## src/rtl/strip_sparse_pkg.sv

```systemverilog
// Package: constants shared by the strip zero-suppressor and its bench.
// Assumes one sample code is SAMP_W bits wide; the sum width follows from
// the number of samples summed per channel.
package strip_sparse_pkg;
    localparam int SAMP_W     = 10;
    localparam int N_CH_DEF   = 128;
    localparam int N_SAMP_DEF = 16;
    localparam int TAG_W_DEF  = 16;

    // Width that holds the sum of n samples of w bits each
    function automatic int sum_width(input int w, input int n);
        return w + $clog2(n);
    endfunction
endpackage

```

## src/rtl/strip_ped_table.sv

```systemverilog
// Module: per-channel baseline store. Written one entry per cycle and read
// combinationally by the channel index that is being presented.
// Assumes the read index is always below N_CH. Reset clears every entry.
module strip_ped_table #(
    parameter int N_CH  = 128,
    parameter int CH_W  = 7,
    parameter int SUM_W = 14
) (
    input  logic             clk,
    input  logic             rst_n,
    input  logic             wr_en,
    input  logic [CH_W-1:0]  wr_addr,
    input  logic [SUM_W-1:0] wr_data,
    input  logic [CH_W-1:0]  rd_addr,
    output logic [SUM_W-1:0] rd_data
);
    logic [SUM_W-1:0] base_q [N_CH];

    // One register per channel: cleared on reset, loaded on an address match
    for (genvar g = 0; g < N_CH; g++) begin : g_entry
        always_ff @(posedge clk) begin
            if (!rst_n)
                base_q[g] <= '0;
            else if (wr_en && (wr_addr == CH_W'(g)))
                base_q[g] <= wr_data;
        end
    end

    // Combinational read of the presented channel's baseline
    always_comb begin
        rd_data = base_q[rd_addr];
    end
endmodule

```

## src/rtl/strip_autozero.sv

```systemverilog
// Module: baseline subtraction with clamp at zero, then the threshold test.
// Purely combinational. Assumes sum and baseline are unsigned.
module strip_autozero #(
    parameter int SUM_W = 14
) (
    input  logic [SUM_W-1:0] sum,
    input  logic [SUM_W-1:0] base,
    input  logic [SUM_W-1:0] thresh,
    output logic [SUM_W-1:0] corr,
    output logic             hit
);
    // Corrected sum: the difference, or zero when the baseline is larger
    always_comb begin
        corr = (sum >= base) ? (sum - base) : '0;
    end

    // Hit only when the corrected sum lies strictly above the threshold
    always_comb begin
        hit = (corr > thresh);
    end
endmodule

```

## src/rtl/strip_nbr_window.sv

```systemverilog
// Module: three-channel window with the output register. The middle channel
// is decided once: when the next channel arrives, which gives the look-ahead,
// or at once when it is the last channel. The previously decided channel
// gives the look-behind. Adjacency is tested on the indices, widened by one
// bit so that the last channel is never taken as the neighbour of channel 0.
// Assumes the channels of one scan arrive in increasing index order.
module strip_nbr_window #(
    parameter int N_CH  = 128,
    parameter int CH_W  = 7,
    parameter int SUM_W = 14,
    parameter int TAG_W = 16
) (
    input  logic                        clk,
    input  logic                        rst_n,
    input  logic                        in_valid,
    output logic                        in_ready,
    input  logic [CH_W-1:0]             in_chan,
    input  logic [SUM_W-1:0]            in_corr,
    input  logic                        in_hit,
    input  logic [TAG_W-1:0]            in_tag,
    output logic                        out_valid,
    input  logic                        out_ready,
    output logic [CH_W+SUM_W+TAG_W-1:0] out_word
);
    localparam int        XW   = CH_W + 1;
    localparam [XW-1:0]   LAST = XW'(N_CH - 1);
    localparam [XW-1:0]   ONE  = XW'(1);

    logic              mid_v, mid_hit;
    logic [CH_W-1:0]   mid_chan;
    logic [SUM_W-1:0]  mid_corr;
    logic [TAG_W-1:0]  mid_tag;
    logic              prv_v, prv_hit;
    logic [CH_W-1:0]   prv_chan;
    logic              ovld_q;
    logic [CH_W+SUM_W+TAG_W-1:0] oword_q;

    logic out_free, in_fire, mid_last, decide, ahead, behind, emit;

    // Handshake: the input moves only while the output stage can take a record
    always_comb begin
        out_free = !ovld_q || out_ready;
        in_ready = out_free;
        in_fire  = in_valid && out_free;
    end

    // Decision on the middle channel from its own hit and both neighbours
    always_comb begin
        mid_last = ({1'b0, mid_chan} == LAST);
        decide   = mid_v && (in_fire || (mid_last && out_free));
        ahead    = in_fire && in_hit &&
                   ({1'b0, in_chan} == ({1'b0, mid_chan} + ONE));
        behind   = prv_v && prv_hit &&
                   (({1'b0, prv_chan} + ONE) == {1'b0, mid_chan});
        emit     = decide && (mid_hit || ahead || behind);
    end

    // Middle slot: load each accepted channel, empty it after a flush
    always_ff @(posedge clk) begin
        if (!rst_n) begin
            mid_v    <= 1'b0;
            mid_hit  <= 1'b0;
            mid_chan <= '0;
            mid_corr <= '0;
            mid_tag  <= '0;
        end else if (in_fire) begin
            mid_v    <= 1'b1;
            mid_hit  <= in_hit;
            mid_chan <= in_chan;
            mid_corr <= in_corr;
            mid_tag  <= in_tag;
        end else if (decide) begin
            mid_v    <= 1'b0;
        end
    end

    // Look-behind slot: remembers the channel decided last
    always_ff @(posedge clk) begin
        if (!rst_n) begin
            prv_v    <= 1'b0;
            prv_hit  <= 1'b0;
            prv_chan <= '0;
        end else if (decide) begin
            prv_v    <= 1'b1;
            prv_hit  <= mid_hit;
            prv_chan <= mid_chan;
        end
    end

    // Output register: loaded by a kept channel, cleared once it is consumed
    always_ff @(posedge clk) begin
        if (!rst_n) begin
            ovld_q  <= 1'b0;
            oword_q <= '0;
        end else if (emit) begin
            ovld_q  <= 1'b1;
            oword_q <= {mid_chan, mid_corr, mid_tag};
        end else if (out_ready) begin
            ovld_q  <= 1'b0;
        end
    end

    assign out_valid = ovld_q;
    assign out_word  = oword_q;
endmodule

```

## src/rtl/strip_sparsifier.sv

```systemverilog
// Module: top of the strip zero-suppressor. It joins the baseline table, the
// auto-zero comparator and the neighbour window. Assumes one channel per
// accepted cycle, presented in increasing index order within a scan.
module strip_sparsifier
    import strip_sparse_pkg::*;
#(
    parameter int N_CH   = N_CH_DEF,
    parameter int N_SAMP = N_SAMP_DEF,
    parameter int TAG_W  = TAG_W_DEF,
    localparam int CH_W   = $clog2(N_CH),
    localparam int SUM_W  = sum_width(SAMP_W, N_SAMP),
    localparam int WORD_W = CH_W + SUM_W + TAG_W
) (
    input  logic              clk,
    input  logic              rst_n,
    input  logic              in_valid,
    output logic              in_ready,
    input  logic [CH_W-1:0]   in_chan,
    input  logic [SUM_W-1:0]  in_sum,
    input  logic [SUM_W-1:0]  thresh,
    input  logic [TAG_W-1:0]  time_cnt,
    input  logic              ped_we,
    input  logic [CH_W-1:0]   ped_addr,
    input  logic [SUM_W-1:0]  ped_data,
    output logic              out_valid,
    input  logic              out_ready,
    output logic [WORD_W-1:0] out_word
);
    logic [SUM_W-1:0] base;
    logic [SUM_W-1:0] corr;
    logic             hit;

    strip_ped_table #(.N_CH(N_CH), .CH_W(CH_W), .SUM_W(SUM_W)) ped_i (
        .clk     (clk),
        .rst_n   (rst_n),
        .wr_en   (ped_we),
        .wr_addr (ped_addr),
        .wr_data (ped_data),
        .rd_addr (in_chan),
        .rd_data (base)
    );

    strip_autozero #(.SUM_W(SUM_W)) az_i (
        .sum    (in_sum),
        .base   (base),
        .thresh (thresh),
        .corr   (corr),
        .hit    (hit)
    );

    strip_nbr_window #(.N_CH(N_CH), .CH_W(CH_W), .SUM_W(SUM_W), .TAG_W(TAG_W)) win_i (
        .clk       (clk),
        .rst_n     (rst_n),
        .in_valid  (in_valid),
        .in_ready  (in_ready),
        .in_chan   (in_chan),
        .in_corr   (corr),
        .in_hit    (hit),
        .in_tag    (time_cnt),
        .out_valid (out_valid),
        .out_ready (out_ready),
        .out_word  (out_word)
    );
endmodule

```

## config.mk

```make
export PLATFORM = sky130hd
export DESIGN_NAME = strip_sparsifier
export DESIGN_NICKNAME = d
export VERILOG_FILES = /design/src/rtl/strip_sparse_pkg.sv /design/src/rtl/strip_ped_table.sv /design/src/rtl/strip_autozero.sv /design/src/rtl/strip_nbr_window.sv /design/src/rtl/strip_sparsifier.sv
export SDC_FILE = /design/constraint.sdc
export NUM_CORES = 2
export LEC_CHECK = 0
export CORE_MARGIN = 4
export CORE_UTILIZATION = 60
export DETAILED_ROUTE_END_ITERATION = 10
export DONT_BUFFER_PORTS = 1
export PLACE_DENSITY = 0.76
export SLEW_MARGIN = 0
export SYNTH_ARGS = -nofsm -noshare
export SYNTH_HDL_FRONTEND = slang
export SYNTH_SLANG_ARGS = --single-unit
export TNS_END_PERCENT = 20
```

## constraint.sdc

```tcl
create_clock -name clk -period 15.22 [get_ports clk]
set_input_delay 0 -clock clk [delete_from_list [all_inputs] [get_ports clk]]
set_output_delay 0 -clock clk [all_outputs]
set_load 0.05 [all_outputs]
```

==> summary.txt <==
Minimum setup slack in the final design -> 6.15 ns
Maximum number of pins on one net before global-route repair -> 452
Detailed-placement wirelength estimate -> 125000 um
Headroom to the max-slew limit -> -0.496
Post-route minimum period -> 9.07 ns
R2r setup slk -> 6.65 ns
Final setup fails -> 0
Average cell area after synthesis -> 15.3 um2
Violations in the final reports -> slew limit
Total clock sinks -> 1878
Core outline area -> 144000 um2
Fraction of the yosys area taken by sequential cells -> 0.640
Area occupied by multi-input gates -> 28800 um2
Critical Path Source -> in_chan[0]
Congestion Overflow GR -> 0
Post-synthesis instance area -> 86700 um2
Achievable Freq -> 0.110 GHz
Wire length of the first global-routing pass -> 330000 um
Routed Antenna Nets -> 0
Number of clock buffers inserted by TritonCTS -> 184
Initial core utilization -> 0.604
Drt wl/cell -> 29.1 um
Most common cell after layout, fill and taps aside -> sky130_fd_sc_hd__and2_1
Final count of hold timing violations -> 0
Filler cell count -> 9512
Number of nets in the layout -> 5690
Port-buffer cells -> 0
Arrival time of data at the critical path endpoint -> 9.80 ns
Ratio of cells with drive above 1 in the final layout -> 0.170
Start-to-end type of the worst setup path -> primary input to register
Top library cells by usage in the layout, fill and taps aside -> sky130_fd_sc_hd__and2_1 (1794), sky130_fd_sc_hd__edfxtp_1 (1792), sky130_fd_sc_hd__mux4_2 (546)
CTS tree -> yes
Critical path startpoint category -> primary input
Total Die Area -> 151000 um2
Post-Synthesis Net Count -> 5771
Reg-to-reg startpoint -> ped_i.base_q[23][5]$_SDFFCE_PN0P_
Hold WC Path Type -> primary input to register
Clock insertion delay at the later pin of the skew report -> 0.82 ns
Vias per std cell -> 6.40
Nature of the critical path endpoint -> register
Max Cap Viol -> 0
Wire length after detailed routing -> 222000 um
Worst setup timing slack at the placement stage -> 8.34 ns
Synth Flop Type -> sky130_fd_sc_hd__edfxtp_1
Post-CTS Resized -> 0
Area Overhead vs Synth -> 10.0%
Clock transition at the registers of the reported paths -> 0.06 ns
Number of enable flip-flop cells after synthesis -> 1792
Total leakage power -> 32.9 nW
Areal power density over the cells -> 118 nW/um2
Clock Path Buffers -> 3
Cells after synthesis -> 5663
Hold slack -> 0.0438 ns
Worst supply voltage drop on vdd -> 0.000125 V
Sequential cell area -> 55500 um2
Async S/R FF share, synth -> 0
Peak fanout along the critical path -> 142
Design Area, Final -> 95400 um2
Total via count in the routed design -> 48900
Number of max-slew violations in the final report -> 338
CTS Root Buffer Type -> sky130_fd_sc_hd__clkbuf_16
Worst EP required -> 15.95 ns
TNS Setup -> 0 ns
Clock skew after layout -> 0.0224 ns
Count of pins on the block boundary -> 116
DRT iter0 DRCs -> 6501
Slew @ Worst Pin -> 2.24 ns
Final estimated routing congestion in global placement -> 0.866
Setup repair after global routing missed its margin -> false
Final worst-path cycle share -> 0.596
Count of cell types in the netlist -> 63
Hold Crit Start -> ped_addr[6]
Yosys warnings -> 0
Horiz. Die Dim -> 388 um
Number of global-route vias before repair -> 49200
Run status -> complete, but fails checks
#FFs+latches synth -> 1878
All-Layer GR Usage -> 0.298
Detailed Routing Iterations Pass 1 -> 6
DRC violation count after routing -> 0
Std-Cell Rows -> 139
Y dimension of the die -> 388 um
Post-place instance area -> 87900 um2
Total number of H-tree levels -> 4
Initial antenna violation count -> 14
cells by family (layout without fill, tap and decap cells):
group / Yosys count / count (layout) / share of synthesized area
AND/OR/NAND/NOR: 2206 / 2206 / 0.150
buffers and inverters: 596 / 658 / 0.0281
XOR/XNOR: 24 / 24 / 0.00242
flip-flops: 1878 / 1878 / 0.640
multiplexers: 620 / 620 / 0.150
other: 0 / 8 / 0
adder cells (fa/ha/maj): 31 / 31 / 0.00456
AO/OA/AOI/OAI: 308 / 308 / 0.0238
cells in the mapped netlist, types with 13 or more instances:
cell,count,area (um2)
sky130_fd_sc_hd__a22o_1,13,114
sky130_fd_sc_hd__and2_1,1794,11200
sky130_fd_sc_hd__ha_1,30,375
sky130_fd_sc_hd__nor2_1,149,559
sky130_fd_sc_hd__mux2i_1,74,741
sky130_fd_sc_hd__buf_1,32,120
sky130_fd_sc_hd__buf_4,14,105
sky130_fd_sc_hd__nand2_1,150,563
sky130_fd_sc_hd__inv_1,32,120
sky130_fd_sc_hd__a21boi_0,25,188
sky130_fd_sc_hd__o21ai_0,140,701
sky130_fd_sc_hd__nand3_1,28,140
sky130_fd_sc_hd__clkbuf_1,454,1700
sky130_fd_sc_hd__a21oi_1,14,70.1
sky130_fd_sc_hd__dfxtp_1,86,1720
sky130_fd_sc_hd__nand4_1,16,100
sky130_fd_sc_hd__and3_1,17,106
sky130_fd_sc_hd__mux4_2,546,12300
sky130_fd_sc_hd__buf_2,54,270
sky130_fd_sc_hd__nor2b_1,19,119
sky130_fd_sc_hd__a22oi_1,31,233
sky130_fd_sc_hd__o211ai_1,17,128
sky130_fd_sc_hd__edfxtp_1,1792,53800
sky130_fd_sc_hd__xnor2_1,14,123
registers in the layout, summed over array words and instances, names as in the netlist:
| register | cells |
|---|---|
| ped_i.base_q | 1792 |
| win_i.out_word | 37 |
| win_i.mid_tag | 16 |
| win_i.mid_corr | 14 |
| win_i.mid_chan | 7 |
| win_i.prv_chan | 7 |
| win_i.mid_hit | 1 |
| win_i.mid_v | 1 |
| win_i.out_valid | 1 |
| win_i.prv_hit | 1 |
| win_i.prv_v | 1 |
power by group:
part | leakage, nW | switching (mW) | internal (mW)
Combinational | 12.5 | 0.559 | 0.422
Clock | 2.71 | 1.90 | 2.37
Sequential | 17.7 | 0.0786 | 5.91
Total | 32.9 | 2.54 | 8.70
cell type report:
| cell class | count | area share |
|---|---|---|
| sequential | 1878 | 0.582 |
| multi-input combinational | 3189 | 0.302 |
| clock buffer | 242 | 0.0517 |
| timing repair buffer | 297 | 0.0310 |
| tap | 1903 | 0.0250 |
| clock inverter | 87 | 0.00648 |
| inverter | 32 | 0.00126 |
| antenna | 8 | 0.000210 |
critical path: stages:
cell and delay, ns:
sky130_fd_sc_hd__buf_16 0.75, sky130_fd_sc_hd__buf_16 0.66, sky130_fd_sc_hd__mux4_2 0.60, sky130_fd_sc_hd__mux4_2 0.47, sky130_fd_sc_hd__a22o_1 0.25, sky130_fd_sc_hd__a221oi_1 0.57, sky130_fd_sc_hd__and3_1 0.50, sky130_fd_sc_hd__ha_1 0.37
sky130_fd_sc_hd__a21o_1 0.21, sky130_fd_sc_hd__a21o_1 0.19, sky130_fd_sc_hd__a221oi_1 0.51, sky130_fd_sc_hd__o311a_1 0.65, sky130_fd_sc_hd__nor2b_1 0.15, sky130_fd_sc_hd__ha_1 0.33, sky130_fd_sc_hd__and3_1 0.18, sky130_fd_sc_hd__nand4_1 0.09
sky130_fd_sc_hd__dlygate4sd3_1 0.56, sky130_fd_sc_hd__o21ai_0 0.12, sky130_fd_sc_hd__dlygate4sd3_1 0.56, sky130_fd_sc_hd__a31oi_1 0.04, sky130_fd_sc_hd__dlygate4sd3_1 0.59, sky130_fd_sc_hd__a22oi_2 0.21, sky130_fd_sc_hd__buf_4 0.55, sky130_fd_sc_hd__mux2i_1 0.29
timing repair:
item | in CTS | in global routing
setup endpoints to repair | 0 | 0
hold buffers | 157 | 0
hold endpoints to repair | 3632 | 0
setup buffers | 0 | 0
through the flow:
stage                     power, mW  instances   util
after floorplan                6.70       5663      -
after global placement         6.84       7139  0.612
after detailed placement       6.87       7139  0.612
after CTS                      11.2       7625  0.663
after global routing           11.6       7633  0.664
final                          11.2       7636  0.664
per-layer routing:
metal	routed length [um]	vias to the layer above	global-route usage
met4	8930	6	0.111
li1	-	20700	-
met2	107000	2888	0.467
met1	82500	24900	0.416
met5	42	-	0
met3	23900	433	0.0665
path summary, 6_finish.rpt:
kind | cells after the start | endpoint
max | 24 | win_i.out_word[3]$_SDFFE_PN0P_
min | 4 | ped_i.base_q[89][0]$_SDFFCE_PN0P_
max reg2reg | 22 | win_i.out_word[3]$_SDFFE_PN0P_
min reg2reg | 2 | win_i.out_word[7]$_SDFFE_PN0P_
Note: power is estimated with default switching activity, not from simulation.
